`config.mk`:
```
export PLATFORM = sky130hd
export DESIGN_NAME = sdram_burst_seq
export DESIGN_NICKNAME = d
export VERILOG_FILES = /design/src/rtl/sdram_seq_pkg.sv /design/src/rtl/sdram_burst_plan.sv /design/src/rtl/sdram_col_gen.sv /design/src/rtl/sdram_rd_align.sv /design/src/rtl/sdram_burst_seq.sv
export SDC_FILE = /design/constraint.sdc
export NUM_CORES = 1
export LEC_CHECK = 0
export BUFFER_PORTS_ARGS = -buffer_cell sky130_fd_sc_hd__buf_4
export CAP_MARGIN = 20
export CORE_UTILIZATION = 54
export DETAILED_ROUTE_END_ITERATION = 7
export PLACE_DENSITY = 0.82
export SLEW_MARGIN = 40
export SYNTH_ARGS = -nofsm -noshare
export SYNTH_HDL_FRONTEND = slang
export SYNTH_SLANG_ARGS = --single-unit
```
`constraint.sdc`:
```
create_clock -name clk -period 3.6 [get_ports clk]
set_clock_uncertainty 0.15 [all_clocks]
set_input_delay 0.72 -clock clk [delete_from_list [all_inputs] [get_ports clk]]
set_output_delay 0.72 -clock clk [all_outputs]
set_load 0.005 [all_outputs]
```
`src/rtl/sdram_seq_pkg.sv`:
```
package sdram_seq_pkg;

  typedef enum logic [3:0] {
    CMD_NOP   = 4'b0111,
    CMD_READ  = 4'b0101,
    CMD_WRITE = 4'b0100,
    CMD_BST   = 4'b0110
  } sdr_cmd_e;

  typedef enum logic [1:0] {
    ST_IDLE  = 2'd0,
    ST_BURST = 2'd1,
    ST_TERM  = 2'd2,
    ST_DRAIN = 2'd3
  } seq_state_e;

  localparam int unsigned LAT_MAX = 3;

endpackage

```
`src/rtl/sdram_burst_plan.sv`:
```
module sdram_burst_plan #(
  parameter int CNT_W = 11
) (
  input  logic             full,
  input  logic             ap,
  input  logic             stop_en,
  input  logic [CNT_W-1:0] stop_cnt,
  input  logic [1:0]       bl_sel,
  output logic [CNT_W-1:0] n_words,
  output logic             need_term,
  output logic             endless,
  output logic             ap_eff
);
  logic [CNT_W-1:0] bl_len;
  logic [CNT_W-1:0] s_eff;

  always_comb begin
    bl_len = '0;
    bl_len[bl_sel] = 1'b1;
    s_eff = (stop_cnt == '0) ? {{(CNT_W-1){1'b0}}, 1'b1} : stop_cnt;
    if (full) begin
      n_words   = s_eff;
      need_term = stop_en;
      endless   = ~stop_en;
      ap_eff    = 1'b0;
    end else if (stop_en && !ap && (s_eff < bl_len)) begin
      n_words   = s_eff;
      need_term = 1'b1;
      endless   = 1'b0;
      ap_eff    = 1'b0;
    end else begin
      n_words   = bl_len;
      need_term = 1'b0;
      endless   = 1'b0;
      ap_eff    = ap;
    end
  end
endmodule

```
`src/rtl/sdram_col_gen.sv`:
```
module sdram_col_gen #(
  parameter int COL_W = 10
) (
  input  logic             clk,
  input  logic             rst_n,
  input  logic             load,
  input  logic [COL_W-1:0] start_col,
  input  logic             adv,
  input  logic             full,
  input  logic [1:0]       bl_sel,
  output logic [COL_W-1:0] col
);
  logic [COL_W-1:0] col_q, col_d, mask, col_inc;

  always_comb begin
    mask = full ? {COL_W{1'b1}} : ((COL_W'(1) << bl_sel) - COL_W'(1));
    col_inc = col_q + COL_W'(1);
    col_d = col_q;
    if (load)     col_d = start_col;
    else if (adv) col_d = (col_q & ~mask) | (col_inc & mask);
  end

  always_ff @(posedge clk or negedge rst_n) begin
    if (!rst_n)              col_q <= '0;
    else if (load || adv)    col_q <= col_d;
  end

  assign col = col_q;

  p_block_kept_r4: assert property (@(posedge clk) disable iff (!rst_n)
    (adv && !load && !full) |=> ((col_q & ~$past(mask)) == ($past(col_q) & ~$past(mask))));

  p_page_wrap_r5: assert property (@(posedge clk) disable iff (!rst_n)
    (adv && !load && full && (col_q == {COL_W{1'b1}})) |=> (col_q == '0));
endmodule

```
`src/rtl/sdram_rd_align.sv`:
```
module sdram_rd_align import sdram_seq_pkg::*; #(
  parameter int DATA_W = 8,
  parameter int COL_W  = 10
) (
  input  logic              clk,
  input  logic              rst_n,
  input  logic              slot,
  input  logic [COL_W-1:0]  slot_col,
  input  logic              cl3,
  input  logic [DATA_W-1:0] dq_in,
  output logic              rd_valid,
  output logic [DATA_W-1:0] rd_data,
  output logic [COL_W-1:0]  rd_col
);
  logic             v_pipe [LAT_MAX];
  logic [COL_W-1:0] c_pipe [LAT_MAX];
  logic             tap_v;
  logic [COL_W-1:0] tap_c;

  for (genvar g = 0; g < LAT_MAX; g++) begin : g_stage
    logic             v_in;
    logic [COL_W-1:0] c_in;
    if (g == 0) begin : g_head
      assign v_in = slot;
      assign c_in = slot_col;
    end else begin : g_link
      assign v_in = v_pipe[g-1];
      assign c_in = c_pipe[g-1];
    end
    always_ff @(posedge clk or negedge rst_n) begin
      if (!rst_n) begin
        v_pipe[g] <= 1'b0;
        c_pipe[g] <= '0;
      end else begin
        v_pipe[g] <= v_in;
        c_pipe[g] <= c_in;
      end
    end
  end

  always_comb begin
    tap_v = cl3 ? v_pipe[2] : v_pipe[1];
    tap_c = cl3 ? c_pipe[2] : c_pipe[1];
  end

  always_ff @(posedge clk or negedge rst_n) begin
    if (!rst_n) begin
      rd_valid <= 1'b0;
      rd_data  <= '0;
      rd_col   <= '0;
    end else begin
      rd_valid <= tap_v;
      if (tap_v) begin
        rd_data <= dq_in;
        rd_col  <= tap_c;
      end
    end
  end

  p_rd_lag_cl2_r6: assert property (@(posedge clk) disable iff (!rst_n)
    (rd_valid && !cl3) |-> $past(slot, 3));

  p_rd_lag_cl3_r6: assert property (@(posedge clk) disable iff (!rst_n)
    (rd_valid && cl3) |-> $past(slot, 4));
endmodule

```
`src/rtl/sdram_burst_seq.sv`:
```
module sdram_burst_seq import sdram_seq_pkg::*; #(
  parameter int DATA_W = 8,
  parameter int COL_W  = 10,
  parameter int BANK_W = 2
) (
  input  logic              clk,
  input  logic              rst_n,
  input  logic [1:0]        cfg_bl_sel,
  input  logic              cfg_cl3,
  input  logic              req_valid,
  input  logic              req_write,
  input  logic              req_full_page,
  input  logic              req_auto_pre,
  input  logic              req_stop_en,
  input  logic [COL_W:0]    req_stop_cnt,
  input  logic [BANK_W-1:0] req_bank,
  input  logic [COL_W-1:0]  req_col,
  output logic              busy,
  output logic [3:0]        cmd_n,
  output logic [BANK_W-1:0] cmd_bank,
  output logic [COL_W-1:0]  cmd_col,
  output logic              cmd_ap,
  input  logic              wr_valid,
  input  logic [DATA_W-1:0] wr_data,
  output logic              wr_ready,
  output logic [COL_W-1:0]  wr_col,
  output logic [DATA_W-1:0] dq_out,
  output logic              dq_oe,
  output logic              dqm,
  input  logic [DATA_W-1:0] dq_in,
  output logic              rd_valid,
  output logic [DATA_W-1:0] rd_data,
  output logic [COL_W-1:0]  rd_col,
  output logic              pre_done,
  output logic [BANK_W-1:0] pre_bank
);
  localparam int CNT_W = COL_W + 1;

  seq_state_e        st_q, st_d;
  logic [CNT_W-1:0]  beat_q, beat_d, n_q;
  logic [1:0]        drain_q, drain_d;
  logic              term_q, endless_q, wr_q, ap_q, full_q, pre_q, pre_d;
  logic [BANK_W-1:0] bank_q;
  logic [COL_W-1:0]  scol_q, col;
  logic [CNT_W-1:0]  p_n;
  logic              p_term, p_endless, p_ap;
  logic              accept, slot, first, last_slot;
  sdr_cmd_e          cmd_e;

  sdram_burst_plan #(.CNT_W(CNT_W)) u_plan (
    .full(req_full_page), .ap(req_auto_pre), .stop_en(req_stop_en),
    .stop_cnt(req_stop_cnt), .bl_sel(cfg_bl_sel),
    .n_words(p_n), .need_term(p_term), .endless(p_endless), .ap_eff(p_ap)
  );

  assign accept    = (st_q == ST_IDLE) && req_valid;
  assign slot      = (st_q == ST_BURST);
  assign first     = slot && (beat_q == '0);
  assign last_slot = slot && !endless_q && (beat_q == n_q - CNT_W'(1));

  // next state
  always_comb begin
    st_d    = st_q;
    beat_d  = beat_q;
    drain_d = drain_q;
    case (st_q)
      ST_IDLE: begin
        if (req_valid) begin
          st_d   = ST_BURST;
          beat_d = '0;
        end
      end
      ST_BURST: begin
        beat_d = beat_q + CNT_W'(1);
        if (last_slot) begin
          if (term_q)    st_d = ST_TERM;
          else if (wr_q) st_d = ST_IDLE;
          else begin
            st_d    = ST_DRAIN;
            drain_d = cfg_cl3 ? 2'd3 : 2'd2;
          end
        end
      end
      ST_TERM: begin
        if (wr_q) st_d = ST_IDLE;
        else begin
          st_d    = ST_DRAIN;
          drain_d = cfg_cl3 ? 2'd2 : 2'd1;
        end
      end
      default: begin
        drain_d = drain_q - 2'd1;
        if (drain_q == 2'd1) st_d = ST_IDLE;
      end
    endcase
    pre_d = ap_q && (st_q != ST_IDLE) && (st_d == ST_IDLE);
  end

  // sequencing registers
  always_ff @(posedge clk or negedge rst_n) begin
    if (!rst_n) begin
      st_q    <= ST_IDLE;
      beat_q  <= '0;
      drain_q <= '0;
      pre_q   <= 1'b0;
    end else begin
      st_q    <= st_d;
      beat_q  <= beat_d;
      drain_q <= drain_d;
      pre_q   <= pre_d;
    end
  end

  // request capture, enabled on accept
  always_ff @(posedge clk or negedge rst_n) begin
    if (!rst_n) begin
      n_q       <= '0;
      term_q    <= 1'b0;
      endless_q <= 1'b0;
      wr_q      <= 1'b0;
      ap_q      <= 1'b0;
      full_q    <= 1'b0;
      bank_q    <= '0;
      scol_q    <= '0;
    end else if (accept) begin
      n_q       <= p_n;
      term_q    <= p_term;
      endless_q <= p_endless;
      wr_q      <= req_write;
      ap_q      <= p_ap;
      full_q    <= req_full_page;
      bank_q    <= req_bank;
      scol_q    <= req_col;
    end
  end

  sdram_col_gen #(.COL_W(COL_W)) u_col (
    .clk(clk), .rst_n(rst_n), .load(accept), .start_col(req_col),
    .adv(slot), .full(full_q), .bl_sel(cfg_bl_sel), .col(col)
  );

  sdram_rd_align #(.DATA_W(DATA_W), .COL_W(COL_W)) u_rd (
    .clk(clk), .rst_n(rst_n), .slot(slot && !wr_q), .slot_col(col),
    .cl3(cfg_cl3), .dq_in(dq_in),
    .rd_valid(rd_valid), .rd_data(rd_data), .rd_col(rd_col)
  );

  // command bus
  always_comb begin
    cmd_e = CMD_NOP;
    if (first)                 cmd_e = wr_q ? CMD_WRITE : CMD_READ;
    else if (st_q == ST_TERM)  cmd_e = CMD_BST;
  end

  assign cmd_n    = cmd_e;
  assign cmd_bank = bank_q;
  assign cmd_col  = first ? scol_q : '0;
  assign cmd_ap   = first && ap_q;

  // write data path
  assign wr_ready = slot && wr_q;
  assign dq_oe    = wr_ready;
  assign dq_out   = wr_ready ? wr_data : '0;
  assign dqm      = wr_ready && !wr_valid;
  assign wr_col   = col;

  assign busy     = (st_q != ST_IDLE);
  assign pre_done = pre_q;
  assign pre_bank = bank_q;

  p_write_data_r2: assert property (@(posedge clk) disable iff (!rst_n)
    (cmd_n == CMD_WRITE) |-> (dq_oe && wr_ready));

  p_release_r3: assert property (@(posedge clk) disable iff (!rst_n)
    (dq_oe && !busy) |-> 1'b0);

  p_cmd_start_r9: assert property (@(posedge clk) disable iff (!rst_n)
    $rose(busy) |-> ((cmd_n == CMD_READ) || (cmd_n == CMD_WRITE)));

  p_pre_after_r8: assert property (@(posedge clk) disable iff (!rst_n)
    pre_done |-> (!busy && $past(busy)));

  p_rd_window_r6: assert property (@(posedge clk) disable iff (!rst_n)
    rd_valid |-> (busy || $past(busy)));
endmodule

```
==> results of run 1 <==
==> area by class of cell <==
type,instances,area [um2]
Inverter,18,67.6
Sequential cell,106,2650
Clock inverter,7,88.8
Clock buffer,9,124
Fill cell,678,2740
Multi-Input combinational cell,335,2180
Timing Repair Buffer,115,867
Tap cell,108,135
==> report_power, final <==
part | total, uW | switching, uW | leakage [uW] | internal (uW)
Sequential | 2170 | 444 | 0.00131 | 1720
Clock | 751 | 463 | 0.000107 | 287
Combinational | 2100 | 1040 | 0.00157 | 1060
==> registers in the layout, summed over array words and instances, names as in the netlist, 2 cells and up, named ones only <==
signal,cells
u_rd.g_stage.c_in,20
beat_q,11
n_q,11
scol_q,10
u_rd.c_pipe,10
u_rd.rd_col,10
u_rd.rd_data,8
cmd_bank,2
drain_q,2
st_q,2
u_rd.g_stage.v_in,2
==> per-stage QoR <==
stage	power (uW)	cell area (um2)	setup slack, ns	hold slack, ns	util [%]
4_1_cts	5050	6110	0.587	0.209	69.1
5_1_grt	5400	6110	0.458	0.218	69.1
2_1_floorplan	3430	5020	0.884	0.181	-
6_report	5020	6110	0.596	0.207	69.1
3_3_place_gp	4170	5900	0.623	0.182	66.6
3_5_place_dp	4300	5900	0.586	0.185	66.7
==> layer usage <==
layer	vias up	track usage (%)
met5	-	0
met4	0	8.61
met3	21	3.19
met2	124	37.4
met1	1862	31.4
li1	1877	-
==> synthesized netlist by cell type, types with 12 or more instances <==
| library cell | n | area, um2 |
|---|---|---|
| dfrtp_1 | 106 | 2650 |
| ha_1 | 12 | 150 |
| mux2i_1 | 21 | 210 |
| and2_1 | 14 | 87.6 |
| clkbuf_1 | 20 | 75.1 |
| xnor2_1 | 16 | 140 |
| nand2_1 | 75 | 282 |
| inv_1 | 18 | 67.6 |
| and3_1 | 13 | 81.3 |
| xor2_1 | 12 | 105 |
| nor2_1 | 30 | 113 |
| o21ai_0 | 29 | 145 |
==> logic make-up after synthesis <==
logic type	Yosys count	share of synthesized area, %
xor+xnor	28	4.88
simple gates	183	17.9
compound gates	79	10.9
fa+ha+maj	12	2.99
buf+inv	47	4.06
flops	106	52.8
mux	31	6.42
other cells	2	0.149
==> path summary, 6_finish.rpt <==
path	slack (ns)	startpoint	depth (start not counted)	to
worst max-delay path	0.60	n_q[0]	8	drain_q[0]
worst min-delay path	0.21	u_rd.g_stage[1].c_in[9]	0	u_rd.g_stage[2].c_in[9]
worst max register to register	0.60	n_q[0]	8	drain_q[0]
worst min register to register	0.21	u_rd.g_stage[1].c_in[9]	0	u_rd.g_stage[2].c_in[9]
max in group asynchronous	2.41	rst_n	2	async pin
min in group asynchronous	0.22	rst_n	1	u_rd.rd_data[1]
==> critical path, delay by kind of cell, from the launching register on <==
family | cells | cell delay (ns)
compound gates | 5 | 1.38
simple gates | 1 | 0.55
flops | 1 | 0.46
fa+ha+maj | 1 | 0.28
buf+inv | 1 | 0.10
==> run metrics, run 1 <==
status complete, but fails checks; failing checks design-rule violations; Post-Syn Nets 550; DRT Pass-1 Iters 8; initial antenna violation count 0; top sig layer met4; endpoints failing setup 0; Max-Cap Viols 0; WL met1 4.75 mm; P&R area growth vs syn 21.7%; Netlist Area Pre-Place 5020 um2; Die ar. 9700 um2; period utilization 83.5%; Crit Path Category reg2reg; largest net degree at the start of global routing 84; DR vias/cell 5.56; GRT Total Usage 22.9%; Final #Nets ~650; clk slew on worst S/H paths about 0.11 ns; min Tclk post-route roughly 3 ns; most common cell after layout, fill and taps aside buf_4; DR iter-0 viols 198; Core Footprint between 8000 and 9000 um2; CTS tree built; CP max stage delay around 0.55 ns; Placement Rows 34; vias in the first global route 3713; hold buffer count at cts 0; Worst-Margin Slew 0.711 ns; Die W ~98 um; endpoint class of the critical path flop; die height ~100 um; Worst EP required ~3.7 ns; Mapped Avg Cell Area 10.3 um2; final-report max-slew violation count 0; HP Class reg2reg; Worst slew margin a little over half; first-pass GRT wire length 17.6 mm; Synth Warn # 0; Post-CTS Setup Inserts 0; register area share after synthesis a little over half; number of placed I/O pins 111; Avg WL per Cell 15.0 um; Power Density just over 800 nW/um2; via count 3884; Crit-path slowest cell or4b_1; Synth Flop Type dfrtp_1; Worst Path Arrival 3.14 ns; Finished Layout Cells about 700; CP Max Fanout 6; Diodes inserted 0; final hold vios 0; cell count after synthesis 488; CTS Root Cell clkbuf_8; H-tree depth 3; Yosys reg bits between 100 and 150; startpoint types flop; met2 WL 5.04 mm; WL met3 roughly 530 um; Remaining DRCs 10; post-cts sizing count 0; clk_lat worst skew between 0.3 and 0.4 ns; HPWL Detailed 7.83 mm; leakage power 0.00299 uW; EDFF count, synth 0; GPL Wtd Cong 0.839; Fmax 0.333 GHz; worst path cell trace inv_1, ha_1, o21ba_2, a221o_1, a2111oi_0, o31ai_1, or4b_1, o211ai_1; Cell variety after synth 55; total gr overflow 0; Peak VDD IR 0.000318 V; IO Port Bufs approximately 110; Initial Util 56.8%; asr flop ratio synth 100%; RSZ-0062 raised after global routing false; clk sink count 106; final wirelength approximately 10 mm; ANT nets after route 0; most frequent cells in the layout 114 x buf_4, 106 x dfrtp_1, 75 x nand2_1; layout cell share with drive strength beyond 1 24.9%; Placed Instances 682; cts bufs inserted 9; Clock Tree Buf Depth 2; setup_tns 0 ns
(Power assumes the default switching activity.)
==> inputs of run 2 (changes only) <==
clock period = 2.8 ns   (was 3.6 ns; I/O delays follow)
==> run 2 against run 1 <==
  * Non-clock buffer count grew 11
  * First-iteration DRC count grew 22%
  * Die area is the same
  * Critical path type is now reg2out
  * The run still ends with design-rule violations left
  * Worst setup slack lost 0.57 ns
  * Register-to-register slack lost 0.51 ns
  * Power grew 34%
  * Final area grew 3.0%
  * Core utilization grew 2.1 points
==> run metrics, run 2 (synthesis results as in run 1) <==
clk sink count 106 (unchanged); Worst slew margin 63.3% (+11 points); Worst R2R Setup Slack 0.09 ns (-0.51 ns); Worst EP required 2.09 ns (-1.65 ns); P_int 4090 uW (+33%); Placement Rows 34 (unchanged); number of placed I/O pins 111 (unchanged); combinational group share of total power 45.5% (+3.6 points); post-place setup slack -0.102 ns (-0.687 ns); P&R area growth vs syn 25.3%; DR vias/cell 5.70 (+2.4%); fin util 71.1% (+2.1 points); layout cell share with drive strength beyond 1 29.3% (+4.4 points); endpoints failing setup 0 (unchanged); Core Footprint 8850 um2 (unchanged); failing checks design-rule violations; Initial Util 56.8% (unchanged); Worst Path Arrival 2.06 ns (-1.08 ns); die height 98.5 um (unchanged); RR Startpoint n_q[4]; Power Density 1070 nW/um2 (+30%); most frequent cells in the layout 120 x buf_4, 101 x dfrtp_1, 74 x nand2_1; Remaining DRCs 9 (-1); final hold vios 0 (unchanged); initial antenna violation count 0 (unchanged); largest net degree at the start of global routing 54 (-36%); leakage power 0.00305 uW (+1.9%); min Tclk post-route 2.77 ns; CP Max Fanout 8 (+2); GRT Total Usage 24.9% (+2.0 points); Die W 98.5 um (unchanged); final worst slack 0.0274 ns (-0.568 ns); HP Class reg2reg; DR iter-0 viols 242 (+22%); startpoint types flop; HPWL Detailed 8.37 mm (+6.8%); Die ar. 9700 um2 (unchanged); Finished Layout Cells 709 (+1.6%); clk slew on worst S/H paths 0.11 ns (about the same); Final #Nets 658 (+1.7%); sw power 2660 uW (+36%); status complete, but fails checks; Diodes inserted 0 (unchanged); endpoint class of the critical path output port; Placed Instances 690 (+1.2%); max reg flops 20 (unchanged); RSZ-0062 raised after global routing true; Avg WL per Cell 16.2 um (+8.2%); R2R depth 6 (-2); Reg2Reg Capture Point drain_q[1]; H-tree depth 3 (unchanged); Seq pwr share 41.0% (-2.2 points); Clock Tree Buf Depth 2 (unchanged); DRT Pass-1 Iters 8 (unchanged); period utilization 99.0%; GPL Wtd Cong 0.897 (+6.9%); Worst Hold Depth 0 (unchanged); CTS tree built; final-report max-slew violation count 0 (unchanged); WHS Endpoint u_rd.g_stage[2].c_in[0]; clk_lat worst skew 0.37 ns (about the same); CTS Root Cell clkbuf_8; switching fraction of total power 39.4% (+0.53 points); most common cell after layout, fill and taps aside buf_4; via count 4039 (+4.0%); Crit Path Category reg2out; total gr overflow 0 (unchanged); first-pass GRT wire length 19.0 mm (+8.1%); ANT nets after route 0 (unchanged); cts bufs inserted 9 (unchanged); Peak VDD IR 0.000514 V (+62%); Min-Delay Startpoint u_rd.g_stage[1].c_in[0]; Clock power frac 13.5% (-1.5 points); Fmax 0.361 GHz; Max-Cap Viols 0 (unchanged); Worst-Margin Slew 0.539 ns (-0.171 ns); vias in the first global route 4035 (+8.7%); final wirelength 11.5 mm (+9.9%); IO Port Bufs 108 (unchanged)
run 2: metal layers:
layer	GRT usage, %	wire, um
met4	9.87	293
met2	42.6	5710
met1	32.4	4790
met5	0	0
met3	3.19	729
run 2: through the flow:
step / total power, uW / area, um2 / hold WS [ns] / TNS [ns]
floorplan: 4410 / 5020 / 0.114 / 0
global placement: 5440 / 5970 / 0.181 / 0
detailed placement: 5630 / 5970 / 0.186 / -0.912
CTS: 6660 / 6280 / 0.201 / -0.0266
global route: 7210 / 6290 / 0.199 / -0.0661
finish: 6740 / 6290 / 0.200 / 0
run 2: repair_timing:
action,4_1_cts,5_1_grt
setup buffers,2,1
hold endpoints to repair,28,0
endpoints found under the setup margin,14,18
pin swaps,4,1
hold buffers,1,0
cloned,1,0
gates resized for setup,21,10
run 2: power groups by stage:
stage	clock [uW]	combinational [uW]	sequential, uW
after CTS	934	2970	2750
final	912	3060	2770
after global placement	0	2720	2730
after detailed placement	0	2850	2790
after global routing	995	3360	2850
after floorplan	0	1780	2630
run 2: worst max path at each step:
| stage | start | endpoint | slack [ns] | cells after the start |
|---|---|---|---|---|
| after floorplan | n_q[0] | drain_q[1] | 0.17 | 8 |
| after global placement | req_stop_cnt[6] | n_q[5] | 0.04 | 7 |
| after detailed placement | req_stop_cnt[6] | n_q[5] | -0.10 | 7 |
| after CTS | beat_q[1] | cmd_col[7] | -0.009 | 9 |
| after global routing | st_q[1] | cmd_n[0] | -0.05 | 7 |
| final | st_q[1] | cmd_n[0] | 0.03 | 7 |
run 2: worst max-delay path: stages, from the launching register on:
cell,delay [ns]
dfrtp_2,0.45
inv_2,0.07
ha_2,0.17
inv_1,0.15
nor4_4,0.35
buf_6,0.19
mux2i_1,0.18
buf_4,0.13
run 2: layout make-up:
cell class              instances  area, um2
clock buffers                   9        124
well taps                     108        135
multi-input cells             335       2260
fillers                       617       2550
inverters                      18       67.6
repair buffers                126        976
flip-flops and latches        106       2660
clock inverters                 7       77.6
